==> src/rtl/wrmerge_pkg.sv <==
package wrmerge_pkg;
  // Per-slot action selected by the queue control each cycle.
  typedef enum logic [1:0] {
    SLOT_IDLE  = 2'd0,
    SLOT_ALLOC = 2'd1,
    SLOT_MERGE = 2'd2
  } slot_op_e;
endpackage

==> src/rtl/wrmerge_slot.sv <==
module wrmerge_slot
  import wrmerge_pkg::*;
#(
  parameter int BLK_W  = 30,
  parameter int DATA_W = 32,
  parameter int WORDS  = 4,
  parameter int LANE_W = $clog2(WORDS)
) (
  input  logic                    clk,
  input  logic                    rst_n,
  input  slot_op_e                op_i,
  input  logic                    clr_i,
  input  logic [BLK_W-1:0]        blk_i,
  input  logic [LANE_W-1:0]       lane_i,
  input  logic [DATA_W-1:0]       data_i,
  output logic                    vld_o,
  output logic [BLK_W-1:0]        blk_o,
  output logic [WORDS-1:0]        mask_o,
  output logic [WORDS*DATA_W-1:0] data_o
);
  logic                    vld_q, vld_d;
  logic [WORDS-1:0]        mask_q, mask_d, lane_bit;
  logic [WORDS*DATA_W-1:0] data_q, data_d;
  logic [BLK_W-1:0]        blk_q;
  logic                    data_en, blk_en;

  assign lane_bit = {{(WORDS-1){1'b0}}, 1'b1} << lane_i;
  assign blk_en   = (op_i == SLOT_ALLOC);

  always_comb begin
    vld_d   = vld_q;
    mask_d  = mask_q;
    data_d  = data_q;
    data_en = 1'b0;
    if (clr_i) begin
      vld_d  = 1'b0;
      mask_d = '0;
    end
    case (op_i)
      SLOT_ALLOC: begin
        vld_d   = 1'b1;
        mask_d  = lane_bit;
        data_d  = '0;
        data_d[lane_i*DATA_W +: DATA_W] = data_i;
        data_en = 1'b1;
      end
      SLOT_MERGE: begin
        mask_d  = mask_q | lane_bit;
        data_d[lane_i*DATA_W +: DATA_W] = data_i;
        data_en = 1'b1;
      end
      default: ;
    endcase
  end

  always_ff @(posedge clk or negedge rst_n) begin
    if (!rst_n) begin
      vld_q  <= 1'b0;
      mask_q <= '0;
    end else begin
      vld_q  <= vld_d;
      mask_q <= mask_d;
    end
  end

  always_ff @(posedge clk) begin
    if (data_en) data_q <= data_d;
    if (blk_en)  blk_q  <= blk_i;
  end

  assign vld_o  = vld_q;
  assign blk_o  = blk_q;
  assign mask_o = mask_q;
  assign data_o = data_q;

  // merges only land in occupied slots and never drop a word bit
  assert_merge_on_valid_R3: assert property (@(posedge clk) disable iff (!rst_n)
    (op_i == SLOT_MERGE) |-> vld_q);
  assert_mask_grows_R3: assert property (@(posedge clk) disable iff (!rst_n)
    (op_i == SLOT_MERGE && !clr_i) |=> ((mask_q & $past(mask_q)) == $past(mask_q)));
  // a new slot is only opened in a free slot, with exactly one word valid
  assert_alloc_on_free_R2: assert property (@(posedge clk) disable iff (!rst_n)
    (op_i == SLOT_ALLOC) |-> !vld_q);
  assert_alloc_onehot_R2: assert property (@(posedge clk) disable iff (!rst_n)
    (op_i == SLOT_ALLOC) |=> (vld_q && $onehot(mask_q)));
endmodule

==> src/rtl/wrmerge_ctrl.sv <==
module wrmerge_ctrl
  import wrmerge_pkg::*;
#(
  parameter int DEPTH = 4,
  parameter int BLK_W = 30,
  parameter int PTR_W = $clog2(DEPTH)
) (
  input  logic                        clk,
  input  logic                        rst_n,
  input  logic                        wr_valid_i,
  input  logic [BLK_W-1:0]            wr_blk_i,
  input  logic [DEPTH-1:0]            slot_vld_i,
  input  logic [DEPTH-1:0][BLK_W-1:0] slot_blk_i,
  input  logic                        mem_ready_i,
  output slot_op_e [DEPTH-1:0]        slot_op_o,
  output logic [DEPTH-1:0]            slot_clr_o,
  output logic [PTR_W-1:0]            head_o,
  output logic                        stall_o,
  output logic                        mem_valid_o
);
  localparam int CNT_W = $clog2(DEPTH + 1);

  logic [PTR_W-1:0] head_q, head_d, tail_q, tail_d;
  logic [CNT_W-1:0] count_q, count_d;
  logic [DEPTH-1:0] hit;
  logic             any_hit, full, alloc, pop;

  function automatic logic [PTR_W-1:0] ptr_inc(input logic [PTR_W-1:0] p);
    return (p == PTR_W'(DEPTH - 1)) ? '0 : p + 1'b1;
  endfunction

  // Block match against every occupied slot except the frozen head.
  always_comb begin
    for (int i = 0; i < DEPTH; i++) begin
      hit[i] = slot_vld_i[i] && (slot_blk_i[i] == wr_blk_i) &&
               ((PTR_W'(i) != head_q) || (count_q == '0));
    end
  end

  assign any_hit     = |hit;
  assign full        = (count_q == CNT_W'(DEPTH));
  assign mem_valid_o = (count_q != '0);
  assign stall_o     = wr_valid_i && !any_hit && full;
  assign alloc       = wr_valid_i && !any_hit && !full;
  assign pop         = mem_valid_o && mem_ready_i;

  always_comb begin
    for (int i = 0; i < DEPTH; i++) begin
      if (alloc && (tail_q == PTR_W'(i)))   slot_op_o[i] = SLOT_ALLOC;
      else if (wr_valid_i && hit[i])        slot_op_o[i] = SLOT_MERGE;
      else                                  slot_op_o[i] = SLOT_IDLE;
      slot_clr_o[i] = pop && (head_q == PTR_W'(i));
    end
  end

  always_comb begin
    head_d  = pop   ? ptr_inc(head_q) : head_q;
    tail_d  = alloc ? ptr_inc(tail_q) : tail_q;
    count_d = count_q + CNT_W'(alloc) - CNT_W'(pop);
  end

  always_ff @(posedge clk or negedge rst_n) begin
    if (!rst_n) begin
      head_q  <= '0;
      tail_q  <= '0;
      count_q <= '0;
    end else begin
      head_q  <= head_d;
      tail_q  <= tail_d;
      count_q <= count_d;
    end
  end

  assign head_o = head_q;

  // occupancy never exceeds the slot count
  assert_count_bound_R7: assert property (@(posedge clk) disable iff (!rst_n)
    count_q <= CNT_W'(DEPTH));
  // at most one slot can be a merge target
  assert_hit_unique_R3: assert property (@(posedge clk) disable iff (!rst_n)
    $onehot0(hit));
  // the head only moves when memory takes it
  assert_head_moves_on_pop_R6: assert property (@(posedge clk) disable iff (!rst_n)
    !(mem_valid_o && mem_ready_i) |=> $stable(head_q));
endmodule

==> src/rtl/wrmerge_buf.sv <==
module wrmerge_buf
  import wrmerge_pkg::*;
#(
  parameter int ADDR_W = 32,
  parameter int DATA_W = 32,
  parameter int WORDS  = 4,
  parameter int DEPTH  = 4
) (
  input  logic                      clk,
  input  logic                      rst_n,
  input  logic                      cpu_wr_valid,
  input  logic [ADDR_W-1:0]         cpu_wr_addr,
  input  logic [DATA_W-1:0]         cpu_wr_data,
  output logic                      cpu_stall,
  output logic                      mem_wr_valid,
  input  logic                      mem_wr_ready,
  output logic [ADDR_W-$clog2(WORDS)-1:0] mem_wr_blk,
  output logic [WORDS*DATA_W-1:0]   mem_wr_data,
  output logic [WORDS-1:0]          mem_wr_mask
);
  localparam int LANE_W = $clog2(WORDS);
  localparam int BLK_W  = ADDR_W - LANE_W;
  localparam int PTR_W  = $clog2(DEPTH);

  logic [BLK_W-1:0]                     wr_blk;
  logic [LANE_W-1:0]                    wr_lane;
  logic [DEPTH-1:0]                     slot_vld, slot_clr;
  logic [DEPTH-1:0][BLK_W-1:0]          slot_blk;
  logic [DEPTH-1:0][WORDS-1:0]          slot_mask;
  logic [DEPTH-1:0][WORDS*DATA_W-1:0]   slot_data;
  slot_op_e [DEPTH-1:0]                 slot_op;
  logic [PTR_W-1:0]                     head;

  assign wr_blk  = cpu_wr_addr[ADDR_W-1:LANE_W];
  assign wr_lane = cpu_wr_addr[LANE_W-1:0];

  wrmerge_ctrl #(.DEPTH(DEPTH), .BLK_W(BLK_W), .PTR_W(PTR_W)) u_ctrl (
    .clk         (clk),
    .rst_n       (rst_n),
    .wr_valid_i  (cpu_wr_valid),
    .wr_blk_i    (wr_blk),
    .slot_vld_i  (slot_vld),
    .slot_blk_i  (slot_blk),
    .mem_ready_i (mem_wr_ready),
    .slot_op_o   (slot_op),
    .slot_clr_o  (slot_clr),
    .head_o      (head),
    .stall_o     (cpu_stall),
    .mem_valid_o (mem_wr_valid)
  );

  for (genvar g = 0; g < DEPTH; g++) begin : g_slot
    wrmerge_slot #(.BLK_W(BLK_W), .DATA_W(DATA_W), .WORDS(WORDS), .LANE_W(LANE_W)) u_slot (
      .clk    (clk),
      .rst_n  (rst_n),
      .op_i   (slot_op[g]),
      .clr_i  (slot_clr[g]),
      .blk_i  (wr_blk),
      .lane_i (wr_lane),
      .data_i (cpu_wr_data),
      .vld_o  (slot_vld[g]),
      .blk_o  (slot_blk[g]),
      .mask_o (slot_mask[g]),
      .data_o (slot_data[g])
    );
  end

  assign mem_wr_blk  = slot_blk[head];
  assign mem_wr_mask = slot_mask[head];
  assign mem_wr_data = slot_data[head];

  // an offered block stays frozen until memory takes it
  assert_mem_stable_R5: assert property (@(posedge clk) disable iff (!rst_n)
    (mem_wr_valid && !mem_wr_ready) |=>
      (mem_wr_valid && $stable(mem_wr_blk) && $stable(mem_wr_mask) && $stable(mem_wr_data)));
  // a stall can only occur while entries are pending
  assert_stall_needs_entries_R7: assert property (@(posedge clk) disable iff (!rst_n)
    cpu_stall |-> mem_wr_valid);
  // an offered slot always carries at least one word
  assert_offer_nonempty_R2: assert property (@(posedge clk) disable iff (!rst_n)
    mem_wr_valid |-> (mem_wr_mask != '0));
endmodule

==> config.mk <==
export PLATFORM = sky130hd
export DESIGN_NAME = wrmerge_buf
export DESIGN_NICKNAME = d
export VERILOG_FILES = /design/src/rtl/wrmerge_pkg.sv /design/src/rtl/wrmerge_slot.sv /design/src/rtl/wrmerge_ctrl.sv /design/src/rtl/wrmerge_buf.sv
export SDC_FILE = /design/constraint.sdc
export NUM_CORES = 1
export LEC_CHECK = 0
export ABC_CLOCK_PERIOD_IN_PS = 5800
export CAP_MARGIN = 20
export CORE_UTILIZATION = 40
export DETAILED_ROUTE_END_ITERATION = 10
export DONT_BUFFER_PORTS = 1
export PLACE_DENSITY = 0.65
export SYNTH_ARGS = -nofsm -noshare
export SYNTH_HDL_FRONTEND = slang
export SYNTH_SLANG_ARGS = --single-unit
export TNS_END_PERCENT = 10
==> constraint.sdc <==
create_clock -name clk -period 5.8 [get_ports clk]
set_input_delay 0 -clock clk [delete_from_list [all_inputs] [get_ports clk]]
set_output_delay 0 -clock clk [all_outputs]
set_load 0.005 [all_outputs]
# Word level (Yosys, flattened, before mapping)
# Index checks and enable logic that the tools add are counted.
# word_totals
ff_bits	659
# op_classes
n_addsub	5
order_cmp	1
eq_ne	22
shift	3
n_mux	44
bitwise	5
n_reduce_logical	56
# op_table
op	n
case mux 128 bit (2 select lines)	4
bitwise mux 128 bit	4
binary-select mux 128 bit (select 2 bit)	1
bitwise AND 128 bit	1
two-way mux 128 bit	1
variable shift 32 x 34 -> 128 bit, first input constant	1
indexed part select 32 x 34 -> 128 bit	1
== test 30 bit	4
binary-select mux 30 bit (select 2 bit)	1
negation 7 -> 34 bit	1
case mux 4 bit (2 select lines)	4
two-way mux 30 bit	1
logical AND 1 bit	24
two-way mux 2 bit	10
two-way mux 4 bit	5
nonzero test 2 bit	9
== test 2 bit, second input constant	8
bitwise OR 4 bit	4
nonzero test 3 bit	5
== test 2 x 1 -> 1 bit, second input constant	6
two-way mux 1 bit	12
binary-select mux 4 bit (select 2 bit)	1
AND reduction 2 bit	4
OR reduction 2 bit	4
other kinds (13)	20

# Logic depth before layout (Yosys ltp)
# logic_depth
depth_word	13
mapped_depth	13

# Hierarchy
# From an unflattened synthesis, not the netlist that was laid out.
# unflattened
hier_cells	1838
area_unflattened_um2	30300.3
# modules_own_cells
mod	instances	cells_per_inst	area_per_inst_um2	seq_area_each_um2
wrmerge_slot at g_slot[0].u_slot ...	2	348	6123.4	4869.7
wrmerge_slot at g_slot[3].u_slot	1	350	6099.6	4869.7
wrmerge_slot at g_slot[2].u_slot	1	349	6087.1	4869.7
wrmerge_buf	1	198	3881.2	0.0
wrmerge_ctrl	1	245	1985.7	175.2

# Least setup slack after synthesis
# Ideal clock, no wire load.
# synth_path
path_type	reg2reg
start	register u_ctrl.head_q[1] (netlist: u_ctrl.head_o[1])
end	register g_slot[1].u_slot.data_q[0] (enable)
t_arrival_ns	4.032
required_time_ns	5.412
slack_ns	1.380
path_stages_with_launch	12
path_buffers	3
path_cell_list	dfrtp_1 -> clkbuf_1 -> clkbuf_1 -> clkbuf_1 -> inv_1 -> ha_1 -> nand2_1 -> nand2_1 -> or4_1 -> nand3_2 -> nor2_1 -> a21o_1
# synth_via
elab_chain_cells	13
word_cells_on_any_way	26
classes_between	eq/ne (5); mux (3); reduce/logical (18)
# synth_lines
element	line	rtl
start: declaration	wrmerge_ctrl.sv:23	logic [PTR_W-1:0] head_q, head_d, tail_q, tail_d;
start signal: assignment	wrmerge_ctrl.sv:64	head_q <= '0;
start signal: assignment	wrmerge_ctrl.sv:68	head_q <= head_d;
!= test 1 x 2 -> 1 bit (tied with other cells)	wrmerge_ctrl.sv:36	((PTR_W'(i) != head_q) || (count_q == '0));
logical OR 1 bit	wrmerge_ctrl.sv:36	
logical AND 1 bit	wrmerge_ctrl.sv:35	hit[i] = slot_vld_i[i] && (slot_blk_i[i] == wr_blk_i) &&
OR reduction 4 bit	wrmerge_ctrl.sv:40	assign any_hit = |hit;
logical NOT 1 bit	wrmerge_ctrl.sv:44	assign alloc = wr_valid_i && !any_hit && !full;
logical AND 1 bit (2 in series)	wrmerge_ctrl.sv:44	
logical AND 1 bit	wrmerge_ctrl.sv:49	if (alloc && (tail_q == PTR_W'(i))) slot_op_o[i] = SLOT_ALLOC;
two-way mux 2 bit (*)	wrmerge_ctrl.sv:49	
== test 2 x 1 -> 1 bit (*)	n/a	
via g_slot[1].u_slot.blk_en	wrmerge_slot.sv:25	logic data_en, blk_en;
OR reduction 2 bit (no source line)	n/a	
two-way mux 1 bit	wrmerge_slot.sv:39	case (op_i)
AND reduction 2 bit (no source line) (*)	n/a	
end signal: assignment	wrmerge_slot.sv:67	if (data_en) data_q <= data_d;
end: declaration	wrmerge_slot.sv:23	logic [WORDS*DATA_W-1:0] data_q, data_d;
# The timed path passes the listed nets; every way through them passes the cells marked *.
# A chain may end at the register's enable or synchronous reset.

# Final worst setup path
# layout_path
start	register u_ctrl.head_q[1] (netlist: u_ctrl.head_o[1])
end	register g_slot[0].u_slot.blk_q[28] (enable)
# layout_via
elab_chain_cells	10
word_cells_on_any_way	21
classes_between	eq/ne (4); mux (2); reduce/logical (15)
# layout_lines
element	line	rtl
!= test 1 x 2 -> 1 bit (tied with other cells)	wrmerge_ctrl.sv:36	
logical OR 1 bit	wrmerge_ctrl.sv:36	
logical AND 1 bit	wrmerge_ctrl.sv:35	
OR reduction 4 bit	wrmerge_ctrl.sv:40	
logical NOT 1 bit	wrmerge_ctrl.sv:44	
logical AND 1 bit (2 in series)	wrmerge_ctrl.sv:44	
logical AND 1 bit	wrmerge_ctrl.sv:49	
two-way mux 2 bit (*)	wrmerge_ctrl.sv:49	
== test 2 x 1 -> 1 bit (*)	wrmerge_slot.sv:28	assign blk_en = (op_i == SLOT_ALLOC);
via g_slot[0].u_slot.blk_en	wrmerge_slot.sv:25	
end signal: assignment	wrmerge_slot.sv:68	if (blk_en) blk_q <= blk_i;
end: declaration	wrmerge_slot.sv:24	logic [BLK_W-1:0] blk_q;
# Marks and branches as above.

==> results.sh <==
export IMPL_syn2layout_area_growth_pct=14.7
export IMPL_setup_tns_final_ns=0
export IMPL_synth_top_area_frac=0.686
export IMPL_synthArstFlopShare=0.0410
export IMPL_wire_per_inst_um=26.9
export IMPL_die_w_um=265
export IMPL_drv_slew=0
export IMPL_leakage_nw=10.6
export IMPL_post_cts_resized=0
export IMPL_rrSetupSlack_ns=1.95
export IMPL_hold_depth=3
export IMPL_synth_most_common_cell="edfxtp_1"
export IMPL_place_congestion=0.914
export IMPL_rr_worst_depth=8
export IMPL_grt_pass1_vias=14400
export IMPL_drc=0
export IMPL_cp_data_arrival_time_ns=4.18
export IMPL_p_per_area_nw_per_um2=468
export IMPL_grt_pass1_wl_um=98300
export IMPL_drv_cap=0
export IMPL_drt_initial_drc_count=1084
export IMPL_grt_max_degree=107
export IMPL_max_freq_ghz=0.259
export IMPL_clock_skew_ns=0.0239
export IMPL_setup_viol=0
export IMPL_die_h_um=265
export IMPL_drive_above_1_share=0.189
export IMPL_grt_remaining_overflow=0
export IMPL_core_um2=68500
export IMPL_ir_drop_mv=0.295
export IMPL_initial_core_util=0.404
export IMPL_nNetsFinal=1670
export IMPL_max_slew_margin=0.270
export IMPL_final_hold_viol_count=0
export IMPL_cts_buffers=71
export IMPL_criticalPathCategory="reg2reg"
export IMPL_vias=13900
export IMPL_crit_required_ns=6.12
export IMPL_synth_fp_nets=1579
export IMPL_run_status="complete, no violations"
export IMPL_startpoint_type="register"
export IMPL_worstSetupEndpointType="register"
export IMPL_cts_sinks=659
export IMPL_worstHoldStart="cpu_wr_valid"
export IMPL_ant_nets=0
export IMPL_synth_area_leaders="edfxtp_1 69%, mux4_2 13%, and2_1 5.8%, xnor2_1 2.9%, dfrtp_1 2.4%"
export IMPL_cts_max_level=3
export IMPL_post_dp_hpwl_um=43000
export IMPL_synth_commonest_cells="632 x edfxtp_1, 258 x and2_1, 162 x mux4_2, 91 x xnor2_1, 58 x nand2_1"
export IMPL_portBuffers=0
export IMPL_synth_edf_count=632
export IMPL_cts_root_buf="clkbuf_16"
export IMPL_yosys_warnings=0
export IMPL_worstReg2RegStart="u_ctrl.head_o[1]"
export IMPL_reg2reg_to="g_slot[0].u_slot.blk_o[28]"
export IMPL_worst_pin_slew_ns=1.10
export IMPL_grt_total_usage=0.194
export IMPL_num_rows=96
export IMPL_dr_pass1_iters=6
export IMPL_ios=232
export IMPL_crit_fanout=54
export IMPL_cts_setup_buffers=0
export IMPL_vias_per_cell=5.51
export IMPL_ctsHoldBuffers=70
export IMPL_cts_buffer_depth=3
export IMPL_holdPathEnd="g_slot[1].u_slot.mask_o[1]"
export IMPL_rsz0062_at_grt="false"
export IMPL_routed_wl_um=68000
export IMPL_avgSynthCellArea_um2=18.5
export IMPL_netlist_instances=1497
export IMPL_clk_pin_slew_ns=0.06
export IMPL_cts_tree="built"
export IMPL_yosysSeqAreaShare=0.710
export IMPL_holdWs_ns=0.0735
export IMPL_grt_antenna_before_repair=8
export IMPL_clock_latency_ns=0.61
export IMPL_fin_util=0.464
export IMPL_synth_seq_cells=659
export IMPL_ys_types=43
export IMPL_syn_area_um2=27700
export IMPL_min_path_type="in2reg"
export IMPL_synth_area_leader_cell="edfxtp_1"
export IMPL_finalCritPeriodShare=0.664
export IMPL_ys_flop_type="edfxtp_1"
export IMPL_dieArea_um2=70200
export IMPL_fin_crit_ns=3.85
-- critical path, stage by stage, from the launching register on --
cell       delay, ns
dfrtp_4         1.00
inv_1           0.20
ha_1            0.25
a2111oi_0       0.38
nand3_1         0.28
and3_1          0.30
nand2_2         0.19
clkinv_1        0.52
buf_4           0.43
-- area by class of cell --
cell class / count / area, um2
Antenna cell: 1 / 2.50
Timing Repair Buffer: 95 / 921
Inverter: 12 / 45.0
Clock buffer: 86 / 1880
Tap cell: 882 / 1100
Multi-Input combinational cell: 749 / 7700
Fill cell: 5769 / 36700
Clock inverter: 43 / 420
Sequential cell: 659 / 19700
-- cells by family after synthesis --
logic type | synth area share
multiplexers | 0.132
AND/OR/NAND/NOR | 0.0884
adder cells (fa/ha/maj) | 0.00660
AO/OA/AOI/OAI | 0.0106
XOR/XNOR | 0.0392
buffers and inverters | 0.0127
flip-flops | 0.710
-- where the power goes --
| part | total [mW] | switching, mW | internal [mW] | leakage [nW] |
|---|---|---|---|---|
| clock | 4.42 | 1.83 | 2.59 | 1.13 |
| sequential | 6.64 | 0.404 | 6.24 | 6.35 |
| combinational | 3.79 | 2.26 | 1.53 | 3.10 |
| total | 14.9 | 4.49 | 10.4 | 10.6 |
-- flip-flops by register name, summed over array words and instances, names as in the netlist --
name                  count
u_ctrl.head_o             2
g_slot.u_slot.data_o    512
u_ctrl.tail_q             2
u_ctrl.count_q            3
g_slot.u_slot.vld_o       4
g_slot.u_slot.mask_o     16
g_slot.u_slot.blk_o     120
-- worst max-delay path by stage --
stage	startpoint	to	slack, ns	cells after the start
5_1_grt	u_ctrl.head_o[1]	g_slot[0].u_slot.blk_o[22]	1.65	8
3_5_place_dp	u_ctrl.head_o[1]	g_slot[0].u_slot.blk_o[29]	1.94	8
3_3_place_gp	u_ctrl.head_o[1]	g_slot[0].u_slot.blk_o[24]	1.94	8
4_1_cts	u_ctrl.head_o[1]	mem_wr_data[120]	1.83	3
6_report	u_ctrl.head_o[1]	g_slot[0].u_slot.blk_o[28]	1.95	8
2_1_floorplan	u_ctrl.head_o[1]	g_slot[1].u_slot.data_o[0]	1.38	11
-- metal layers --
layer	vias up	routed length (um)	share of wire	track usage
li1	6061	-	-	-
met1	7265	26000	0.38	0.237
met2	469	35500	0.52	0.340
met3	115	4680	0.069	0.0468
met4	4	1870	0.027	0.0572
met5	-	23	0.00034	0
-- cell usage in the layout, fill, tap and decap left out, types with 12 or more instances in the layout --
cell	n
edfxtp_1	632
and2_1	258
mux4_2	162
xnor2_1	91
clkbuf_16	73
dlygate4sd3_1	68
nand2_1	55
xor2_1	33
nand4_1	30
dfrtp_1	25
buf_4	24
clkinv_2	20
nor4_1	15
clkinv_1	14
ha_1	13
clkbuf_1	13
nor2_1	12
a32o_1	12
-- stage by stage --
| stage | setup slack (ns) | power, mW | instance area, um2 | std cells |
|---|---|---|---|---|
| after floorplan | 1.38 | 9.16 | 27700 | 1497 |
| after global placement | 1.94 | 10.5 | 28700 | 2327 |
| after detailed placement | 1.94 | 10.5 | 28700 | 2327 |
| after CTS | 1.83 | 15.1 | 31700 | 2526 |
| after global routing | 1.65 | 15.4 | 31700 | 2526 |
| final | 1.95 | 14.9 | 31700 | 2527 |
Note: power is estimated with default switching activity, not from simulation.
